### src/rtl/cce_pkg.sv
package cce_pkg;
  localparam int CTL_CHAIN_BIT  = 0;
  localparam int CTL_DEC_BIT    = 1;
  localparam int DESC_WORDS     = 3;
  localparam int WORD_BYTES     = 4;
  localparam int IDX_NEXT       = 0;
  localparam int IDX_CTL        = 1;
  localparam int IDX_BUF        = 2;

  typedef enum logic [1:0] {
    ST_IDLE,
    ST_REQ,
    ST_WAIT,
    ST_EXEC
  } seq_state_t;
endpackage

### src/rtl/cce_sema.sv
module cce_sema #(
  parameter int DATA_W = 32,
  parameter int SEMA_W = 8
) (
  input  logic              clk,
  input  logic              rst,
  input  logic              add_en,
  input  logic [DATA_W-1:0] add_val,
  input  logic              dec_req,
  output logic [SEMA_W-1:0] count,
  output logic              nonzero
);
  localparam int SUM_W = ((DATA_W > SEMA_W) ? DATA_W : SEMA_W) + 1;
  localparam logic [SUM_W-1:0] MAX_VAL = SUM_W'({SEMA_W{1'b1}});

  logic [SUM_W-1:0] sum;
  logic             dec_ok;

  assign dec_ok = dec_req && (count != '0);

  always_comb begin
    sum = SUM_W'(count);
    if (add_en) sum = sum + SUM_W'(add_val);
    if (dec_ok) sum = sum - SUM_W'(1);
    if (sum > MAX_VAL) sum = MAX_VAL;
  end

  always_ff @(posedge clk) begin
    if (rst) count <= '0;
    else     count <= sum[SEMA_W-1:0];
  end

  assign nonzero = (count != '0);
endmodule

### src/rtl/cce_xfer.sv
module cce_xfer #(
  parameter int LAT = 4
) (
  input  logic clk,
  input  logic rst,
  input  logic start,
  output logic go,
  output logic done
);
  localparam int CNT_W = $clog2(LAT + 1);

  logic [CNT_W-1:0] cnt;

  always_ff @(posedge clk) begin
    if (rst) begin
      cnt <= '0;
      go  <= 1'b0;
    end else begin
      go <= start;
      if (start)            cnt <= CNT_W'(LAT);
      else if (cnt != '0)   cnt <= cnt - CNT_W'(1);
    end
  end

  assign done = (cnt == CNT_W'(1));
endmodule

### src/rtl/cce_seq.sv
module cce_seq
  import cce_pkg::*;
#(
  parameter int ADDR_W = 32,
  parameter int DATA_W = 32
) (
  input  logic              clk,
  input  logic              rst,
  input  logic              armed,
  input  logic              sema_nz,
  input  logic [ADDR_W-1:0] nxt_addr,
  output logic              mrd_valid,
  output logic [ADDR_W-1:0] mrd_addr,
  input  logic              mrd_ready,
  input  logic              mrd_rvalid,
  input  logic [DATA_W-1:0] mrd_rdata,
  input  logic              xfer_done,
  output logic              fetch_start,
  output logic              xfer_start,
  output logic              cmd_fin,
  output logic              fin_chain,
  output logic              fin_dec,
  output logic [ADDR_W-1:0] fin_next,
  output logic [ADDR_W-1:0] buf_addr,
  output logic              cmd_done,
  output logic              idle
);
  localparam int IDX_W = $clog2(DESC_WORDS);
  localparam logic [IDX_W-1:0] LAST_IDX = IDX_W'(DESC_WORDS - 1);

  seq_state_t       state;
  logic [IDX_W-1:0] widx;
  logic [ADDR_W-1:0] addr_q;
  logic [ADDR_W-1:0] w_next;
  logic [1:0]        w_ctl;
  logic [ADDR_W-1:0] w_buf;
  logic              done_q;

  assign idle        = (state == ST_IDLE);
  assign fetch_start = idle && armed && sema_nz;
  assign mrd_valid   = (state == ST_REQ);
  assign mrd_addr    = addr_q;
  assign xfer_start  = (state == ST_WAIT) && mrd_rvalid && (widx == LAST_IDX);
  assign cmd_fin     = (state == ST_EXEC) && xfer_done;
  assign fin_chain   = w_ctl[CTL_CHAIN_BIT];
  assign fin_dec     = w_ctl[CTL_DEC_BIT];
  assign fin_next    = w_next;
  assign buf_addr    = w_buf;
  assign cmd_done    = done_q;

  always_ff @(posedge clk) begin
    if (rst) begin
      state  <= ST_IDLE;
      widx   <= '0;
      addr_q <= '0;
      w_next <= '0;
      w_ctl  <= '0;
      w_buf  <= '0;
      done_q <= 1'b0;
    end else begin
      done_q <= 1'b0;
      case (state)
        ST_IDLE: begin
          if (fetch_start) begin
            addr_q <= nxt_addr;
            widx   <= '0;
            state  <= ST_REQ;
          end
        end
        ST_REQ: begin
          if (mrd_ready) state <= ST_WAIT;
        end
        ST_WAIT: begin
          if (mrd_rvalid) begin
            case (int'(widx))
              IDX_NEXT: w_next <= mrd_rdata[ADDR_W-1:0];
              IDX_CTL:  w_ctl  <= {mrd_rdata[CTL_DEC_BIT], mrd_rdata[CTL_CHAIN_BIT]};
              IDX_BUF:  w_buf  <= mrd_rdata[ADDR_W-1:0];
              default:  ;
            endcase
            if (widx == LAST_IDX) begin
              state <= ST_EXEC;
            end else begin
              widx   <= widx + IDX_W'(1);
              addr_q <= addr_q + ADDR_W'(WORD_BYTES);
              state  <= ST_REQ;
            end
          end
        end
        ST_EXEC: begin
          if (xfer_done) begin
            done_q <= 1'b1;
            state  <= ST_IDLE;
          end
        end
        default: state <= ST_IDLE;
      endcase
    end
  end
endmodule

### src/rtl/cmdchain_engine.sv
module cmdchain_engine #(
  parameter int ADDR_W   = 32,
  parameter int DATA_W   = 32,
  parameter int SEMA_W   = 8,
  parameter int XFER_LAT = 4
) (
  input  logic              clk,
  input  logic              rst,
  input  logic              reg_wr_en,
  input  logic              reg_wr_sel,
  input  logic [DATA_W-1:0] reg_wr_data,
  input  logic              reg_rd_sel,
  output logic [DATA_W-1:0] reg_rd_data,
  output logic              mrd_valid,
  output logic [ADDR_W-1:0] mrd_addr,
  input  logic              mrd_ready,
  input  logic              mrd_rvalid,
  input  logic [DATA_W-1:0] mrd_rdata,
  output logic              xfer_go,
  output logic [ADDR_W-1:0] xfer_buf,
  output logic              cmd_done,
  output logic              busy
);
  logic [ADDR_W-1:0] nxt_q;
  logic              armed;
  logic              nxt_wr;
  logic              sema_add;
  logic [SEMA_W-1:0] sema_cnt;
  logic              sema_nz;
  logic              fetch_start;
  logic              xfer_start;
  logic              xfer_done;
  logic              cmd_fin;
  logic              fin_chain;
  logic              fin_dec;
  logic [ADDR_W-1:0] fin_next;
  logic              seq_idle;

  assign nxt_wr   = reg_wr_en && !reg_wr_sel;
  assign sema_add = reg_wr_en &&  reg_wr_sel;

  always_ff @(posedge clk) begin
    if (rst) begin
      nxt_q <= '0;
      armed <= 1'b0;
    end else if (nxt_wr) begin
      nxt_q <= reg_wr_data[ADDR_W-1:0];
      armed <= 1'b1;
    end else if (cmd_fin) begin
      if (fin_chain) nxt_q <= fin_next;
      else           armed <= 1'b0;
    end
  end

  always_ff @(posedge clk) begin
    if (rst) reg_rd_data <= '0;
    else     reg_rd_data <= reg_rd_sel ? DATA_W'(sema_cnt) : DATA_W'(nxt_q);
  end

  assign busy = !seq_idle || (armed && sema_nz);

  cce_sema #(.DATA_W(DATA_W), .SEMA_W(SEMA_W)) u_sema (
    .clk     (clk),
    .rst     (rst),
    .add_en  (sema_add),
    .add_val (reg_wr_data),
    .dec_req (cmd_fin && fin_dec),
    .count   (sema_cnt),
    .nonzero (sema_nz)
  );

  cce_xfer #(.LAT(XFER_LAT)) u_xfer (
    .clk   (clk),
    .rst   (rst),
    .start (xfer_start),
    .go    (xfer_go),
    .done  (xfer_done)
  );

  cce_seq #(.ADDR_W(ADDR_W), .DATA_W(DATA_W)) u_seq (
    .clk         (clk),
    .rst         (rst),
    .armed       (armed),
    .sema_nz     (sema_nz),
    .nxt_addr    (nxt_q),
    .mrd_valid   (mrd_valid),
    .mrd_addr    (mrd_addr),
    .mrd_ready   (mrd_ready),
    .mrd_rvalid  (mrd_rvalid),
    .mrd_rdata   (mrd_rdata),
    .xfer_done   (xfer_done),
    .fetch_start (fetch_start),
    .xfer_start  (xfer_start),
    .cmd_fin     (cmd_fin),
    .fin_chain   (fin_chain),
    .fin_dec     (fin_dec),
    .fin_next    (fin_next),
    .buf_addr    (xfer_buf),
    .cmd_done    (cmd_done),
    .idle        (seq_idle)
  );
endmodule

### config.mk
export PLATFORM = sky130hd
export DESIGN_NAME = cmdchain_engine
export DESIGN_NICKNAME = d
export VERILOG_FILES = /design/src/rtl/cce_pkg.sv /design/src/rtl/cce_sema.sv /design/src/rtl/cce_xfer.sv /design/src/rtl/cce_seq.sv /design/src/rtl/cmdchain_engine.sv
export SDC_FILE = /design/constraint.sdc
export NUM_CORES = 1
export LEC_CHECK = 0
export BUFFER_PORTS_ARGS = -buffer_cell sky130_fd_sc_hd__buf_4
export CAP_MARGIN = 20
export CORE_UTILIZATION = 57
export DETAILED_ROUTE_END_ITERATION = 10
export MAX_ROUTING_LAYER = met4
export PLACE_DENSITY = 0.81
export SYNTH_ARGS = -nofsm -noshare
export SYNTH_HDL_FRONTEND = slang
export SYNTH_HIERARCHICAL = 1
export SYNTH_SLANG_ARGS = --single-unit
export TNS_END_PERCENT = 50
### constraint.sdc
create_clock -name clk -period 4.35 [get_ports clk]
set_input_delay 0.6525 -clock clk [delete_from_list [all_inputs] [get_ports clk]]
set_output_delay 0.6525 -clock clk [all_outputs]
set_load 0.05 [all_outputs]
==> results_dict.tcl, run 1 <==
set metrics [dict create \
    timing_worst_setup_path_type "register to register" \
    grt_busiest_layer "met2" \
    synth_area_leaders "dfxtp_1 36%, nand2_1 9.6%, a21oi_1 4.9%" \
    hold_slack_ps 458 \
    yosysUniqueCellTypes 103 \
    pwr-share-seq 0.437 \
    fmax_mhz 243 \
    grt-ovfl-total 0 \
    drtAntennaViolNets 0 \
    fin_cells 1599 \
    avgSynthCellArea_um2 8.17 \
    pre_cts_slack_ps 61.1 \
    antenna_cells 0 \
    period_needed_ps 4110 \
    grt_pass1_vias 9136 \
    place_area_mm2 0.0113 \
    slowest_delay_ps 430 \
    num_io_pins 171 \
    initial_core_util 0.582 \
    cp_max_fo 9 \
    synth_top_area_cell "dfxtp_1" \
    synth_flop_cell "dfxtp_1" \
    drv_slew 0 \
    insertion_delay_ps 440 \
    fp.dieH_um 135 \
    critPathArrivalTime_ps 4380 \
    first_iter_violations 1041 \
    status "completed" \
    path_clk_slew_ps 80 \
    place.gp.congestion 0.922 \
    cts_setup_buffers 0 \
    path_delay_family "compound AO/OA/AOI/OAI gates" \
    area_growth_pct 18.6 \
    cts-root-buf "clkbuf_16" \
    power_mw 4.07 \
    port-buffer-count 170 \
    synth_top_area_frac 0.358 \
    critPathBufInv 1 \
    worst_slack_ps 242 \
    finalHoldViolations 0 \
    cts_sinks 180 \
    synthArstFlopShare 0 \
    hold_end "u_seq/fin_next[20]$_SDFFE_PP0P_" \
    setup-tns-final_ps 0 \
    layout.nets 1449 \
    grt_pass1_wl_um 47900 \
    htreeDepth 4 \
    netlist_instances 1233 \
    peakVddDrop_mv 0.302 \
    syn_nets 1321 \
    grt_max_degree 66 \
    fin_crit_sh 0.944 \
    powerDensity_mw_per_mm2 341 \
    power_switching_mw 1.29 \
    fill_cells 1391 \
    critPathSlowestCell "dfxtp_1" \
    syn_area_mm2 0.0101 \
    utilization 0.691 \
    ys_seq_area_frac 0.358 \
    regToRegStartpoint "u_sema/count[0]$_SDFF_PP0_" \
    chipWidth_um 135 \
    leakage_nw 4.48 \
    reg2reg_to "u_sema/count[3]$_SDFF_PP0_" \
    vias_per_cell 6.33 \
    grt.met3_usage 0.0469 \
    grtUsageMet1 0.430 \
    min_path_cells 2 \
    drt_wl_total_um 30700 \
    clkPwrFrac 0.377 \
    cts_made_buffers 17 \
    start_kind "register" \
    cts_buffer_depth 2 \
    p_int_mw 2.78 \
    routedWlPerCell_um 19.2 \
    hold_path.startpoint "u_seq/fin_next[20]$_SDFFE_PP0P_" \
    vias 10122 \
    coreArea_mm2 0.0173 \
    dp_cells 1565 \
    clock_skew_ps 10.2 \
    yosys_warnings 6 \
    synth_edf_count 0 \
    comb_power_share 0.186 \
    drv_cap 0 \
    finalInstanceArea_mm2 0.0119 \
    swShare 0.318 \
    antenna_found_initial 0 \
    groute.usage.overall 0.345 \
    worstHoldPathType "register to register" \
    tightest_slew_ps 795 \
    die_area_mm2 0.0182 \
    r2r_slack_ps 240 \
    firstDrtPassIters 5 \
    use_met2 0.561 \
    rsz0062_at_grt "no" \
    relSlewSlack 0.470 \
    r2r_cells 13 \
    fp-row-count 48 \
    worstPathRequired_ps 4620 \
    place_hpwl_um 21800 \
    ys_ff_latch 180 \
    layout-drive-gt1-share 0.221 \
    drc 0 \
    path_cells "ha_1 > inv_1 > fa_1 > nand2b_1 > a211oi_4 > o211ai_1 > o21a_1 > o21ai_0 > o2111a_1 > nor4b_1 > mux2i_1 > o21ai_1 > a31oi_1" \
    finalSetupViolations 0 \
    cts_tree "yes" \
    crit_path_end_kind "register" \
]
[worst min-delay path, delay by kind of cell (launching register included)]
kind             cells  cell delay [ps]
AO/OA/AOI/OAI        1               50
flip-flops           1              320
AND/OR/NAND/NOR      1               50
[cells in the final DEF, fill, tap and decap left out, drive strengths merged, types with 4 or more instances in the layout]
cell type	n
inv	29
a22oi	8
and2	33
a311oi	32
a211o	4
o21ai	40
and4	11
mux2i	27
buf	191
dfxtp	180
o22ai	11
clkbuf	18
nor3	59
mux2	5
a21oi	99
ha	16
xnor2	18
nor2b	13
nor2	71
nand2	257
a21o	8
nor4	14
o311ai	5
o211ai	10
or3	9
nand4	20
xor2	9
o31a	5
nand2b	11
a31oi	19
clkinv	7
o31ai	10
a211oi	13
and3	20
nand3	31
[power by group through the flow]
stage               Combinational (mW)  Sequential, mW  Clock (mW)
CTS                              0.745            1.78        1.54
global placement                 0.725            1.81           0
finish                           0.758            1.78        1.53
floorplan                        0.474            1.86           0
global route                     0.815            1.79        1.61
detailed placement               0.739            1.81           0
[cells in the mapped netlist (4+ instances only)]
master and n:
buf_2 22, o22ai_1 11, nand3_1 30, nand2_1 257, a211oi_2 4, mux2_2 5, o21ai_0 33, xnor2_1 18
a22oi_1 8, o31ai_1 7, nand2b_1 10, inv_1 21, a211o_1 4, and3_1 18, a21o_1 6, nor2b_1 12
nor2_1 71, a211oi_1 9, o211ai_1 9, a311oi_2 30, and4_1 10, ha_1 16, nand4_1 18, clkbuf_1 39
or3_1 8, a21oi_1 98, o31a_1 5, nor4_1 10, a31oi_1 18, xor2_1 9, o21ai_1 6, dfxtp_1 180
and2_1 33, buf_6 11, mux2i_1 27, nor3_1 56
[layout make-up]
class,count,area [um^2],share of cell area
Clock buffer,17,425,0.0356
Clock inverter,15,181,0.0152
Inverter,22,83.8,0.00702
Multi-Input combinational cell,948,5890,0.493
Sequential cell,180,3600,0.302
Tap cell,225,282,0.0236
Timing Repair Buffer,192,1480,0.124
[state kept, by name (all words and copies together) (netlist names)]
| signal | count |
|---|---|
| u_xfer/go | 1 |
| u_seq/buf_addr | 32 |
| u_seq/state | 2 |
| u_seq/widx | 2 |
| u_xfer/cnt | 3 |
| reg_rd_data | 32 |
| u_seq/mrd_addr | 32 |
| u_sema/count | 8 |
| armed | 1 |
| u_seq/w_ctl | 2 |
| u_seq/cmd_done | 1 |
| nxt_q | 32 |
| u_seq/fin_next | 32 |
[layer usage]
| layer | up-vias | wire, um |
|---|---|---|
| met4 | 0 | 1210 |
| met1 | 4746 | 12500 |
| met5 | - | 0 |
| met3 | 92 | 2350 |
| li1 | 4704 | - |
| met2 | 580 | 14600 |
[worst max path at each step]
stage                               startpoint                    endpoint  cells past startpoint
CTS                 u_sema/count[0]$_SDFF_PP0_  u_sema/count[3]$_SDFF_PP0_                     13
global placement                reg_wr_data[0]  u_sema/count[3]$_SDFF_PP0_                     15
finish              u_sema/count[0]$_SDFF_PP0_  u_sema/count[3]$_SDFF_PP0_                     13
detailed placement              reg_wr_data[0]  u_sema/count[2]$_SDFF_PP0_                     14
global route        u_sema/count[0]$_SDFF_PP0_  u_sema/count[3]$_SDFF_PP0_                     13
floorplan                       reg_wr_data[0]  u_sema/count[0]$_SDFF_PP0_                     13
[logic make-up (layout without fill, tap and decap cells)]
kind of cell | Yosys count | after routing | share of synthesized area
and+or+nand+nor | 572 | 572 | 0.282
buffers and inverters | 105 | 246 | 0.0580
adders and majority gates | 17 | 17 | 0.0219
DFF | 180 | 180 | 0.358
muxes | 32 | 32 | 0.0324
xor gates and xnor gates | 27 | 27 | 0.0235
AOI/OAI and AO/OA | 300 | 300 | 0.225
[what timing repair did]
| action | CTS | global route |
|---|---|---|
| hold buffers | 0 | 0 |
| resized for setup | 0 | 1 |
| endpoints found under the setup margin | 0 | 8 |
(Power assumes the default switching activity.)
==> inputs of run 2 (changes only) <==
--- a/config.mk
+++ b/config.mk
@@ -10,7 +10,7 @@
 export CORE_UTILIZATION = 57
 export DETAILED_ROUTE_END_ITERATION = 10
 export MAX_ROUTING_LAYER = met4
-export PLACE_DENSITY = 0.81
+export PLACE_DENSITY = 0.8
 export SYNTH_ARGS = -nofsm -noshare
 export SYNTH_HDL_FRONTEND = slang
 export SYNTH_HIERARCHICAL = 1
==> results_dict.tcl, run 2 (synthesized netlist as in run 1, its figures left out) <==
set metrics [dict create \
    status "completed" \
    firstDrtPassIters 5 \
    relSlewSlack 0.434 \
    timing_worst_setup_path_type "register to register" \
    routedWlPerCell_um 18.6 \
    rsz0062_at_grt "no" \
    area_growth_pct 18.8 \
    drc 0 \
    clock_skew_ps 11.1 \
    port-buffer-count 170 \
    postCtsHoldBufs 0 \
    cts_sinks 180 \
    chipWidth_um 135 \
    finalHoldViolations 0 \
    start_kind "register" \
    cts_tree "yes" \
    place_hpwl_um 21500 \
    cts_made_buffers 17 \
    fp-row-count 48 \
    antenna_cells 0 \
    fill_cells 1444 \
    initial_core_util 0.582 \
    antenna_found_initial 0 \
    power_mw 4.13 \
    cp_max_fo 8 \
    num_io_pins 171 \
    finalInstanceArea_mm2 0.0120 \
    worstHoldPathType "register to register" \
    grt-ovfl-total 0 \
    pre_cts_slack_ps 259 \
    worst_slack_ps 401 \
    leakage_nw 4.49 \
    crit_path_end_kind "register" \
    cts-resized-gates 0 \
    grt_pass1_vias 8799 \
    grt_pass1_wl_um 45800 \
    layout-drive-gt1-share 0.222 \
    fmax_mhz 253 \
    setup-tns-final_ps 0 \
    drv_slew 0 \
    coreArea_mm2 0.0173 \
    drtAntennaViolNets 0 \
    layout_common_cells "257 x nand2_1, 192 x buf_4, 180 x dfxtp_1" \
    insertion_delay_ps 430 \
    critPathArrivalTime_ps 4230 \
    cts_buffer_depth 2 \
    layout.nets 1451 \
    period_needed_ps 3950 \
    r2r_slack_ps 400 \
    die_area_mm2 0.0182 \
    peakVddDrop_mv 0.291 \
    fin_crit_sh 0.908 \
    finalSetupViolations 0 \
    first_iter_violations 986 \
    layout.cells.most_common "nand2_1" \
    vias 9921 \
    place.gp.congestion 1.06 \
    place_area_mm2 0.0113 \
    path_clk_slew_ps 70 \
    worstPathRequired_ps 4630 \
    groute.usage.overall 0.331 \
    vias_per_cell 6.20 \
    drv_cap 0 \
    tightest_slew_ps 849 \
    drt_wl_total_um 29800 \
    powerDensity_mw_per_mm2 345 \
    cts_setup_buffers 0 \
    fp.dieH_um 135 \
    cts-root-buf "clkbuf_16" \
    grt_max_degree 78 \
    htreeDepth 4 \
]
[run 2: cell types whose count changed in the layout (fill, tap and decap cells not counted), moves of 2 or more]
cell,change
buf_4,+2
clkinv_8,-2
inv_6,+2
bufinv_16,+2
inv_8,-3
[run 2: final timing paths]
kind | cells past startpoint | from | end
worst min register to register | 2 | u_seq/fin_next[24]$_SDFFE_PP0P_ | u_seq/fin_next[24]$_SDFFE_PP0P_
worst max-delay path | 13 | u_xfer/cnt[1]$_SDFFE_PP0P_ | u_sema/count[7]$_SDFF_PP0_
worst min-delay path | 2 | u_seq/fin_next[24]$_SDFFE_PP0P_ | u_seq/fin_next[24]$_SDFFE_PP0P_
worst max register to register | 13 | u_xfer/cnt[1]$_SDFFE_PP0P_ | u_sema/count[7]$_SDFF_PP0_
[run 2: power by group]
group	internal, mW	switching [mW]	leakage, nW	total, mW
Combinational	0.288	0.467	2.73	0.755
Clock	0.890	0.710	0.299	1.60
Sequential	1.71	0.0689	1.46	1.78
Total	2.89	1.25	4.49	4.13
[run 2: layout make-up]
cell class,instances,area [um^2],area share
multi-input cells,948,5890,0.492
clock inverters,14,188,0.0157
inverters,22,83.8,0.00700
flip-flops and latches,180,3600,0.301
clock buffers,18,439,0.0367
repair buffers,194,1480,0.124
well taps,225,282,0.0235
[run 2: per-layer routing]
| layer | vias up | GRT usage | share of wire |
|---|---|---|---|
| met5 | - | - | 0 |
| met4 | 0 | 0.154 | 0.038 |
| met3 | 84 | 0.0499 | 0.072 |
| met2 | 487 | 0.522 | 0.47 |
| met1 | 4651 | 0.416 | 0.42 |
| li1 | 4699 | - | - |
[run 2: stage by stage]
step / util / std cells / hold WS, ps
2_1_floorplan: - / 1233 / 436
3_3_place_gp: 0.653 / 1567 / 442
3_5_place_dp: 0.653 / 1567 / 447
4_1_cts: 0.690 / 1599 / 458
5_1_grt: 0.692 / 1601 / 460
6_report: 0.692 / 1601 / 457
[run 2: critical path, cell delays in order, from the launching register on]
cell	delay, ps
dfxtp_1	310
inv_1	90
ha_1	150
and2b_1	140
and3_1	240
and2_1	200
a21boi_1	450
and4_1	330
nor4b_2	420
o221ai_2	220
nor3_2	300
nand3_1	190
o21ai_1	580
a31oi_1	160
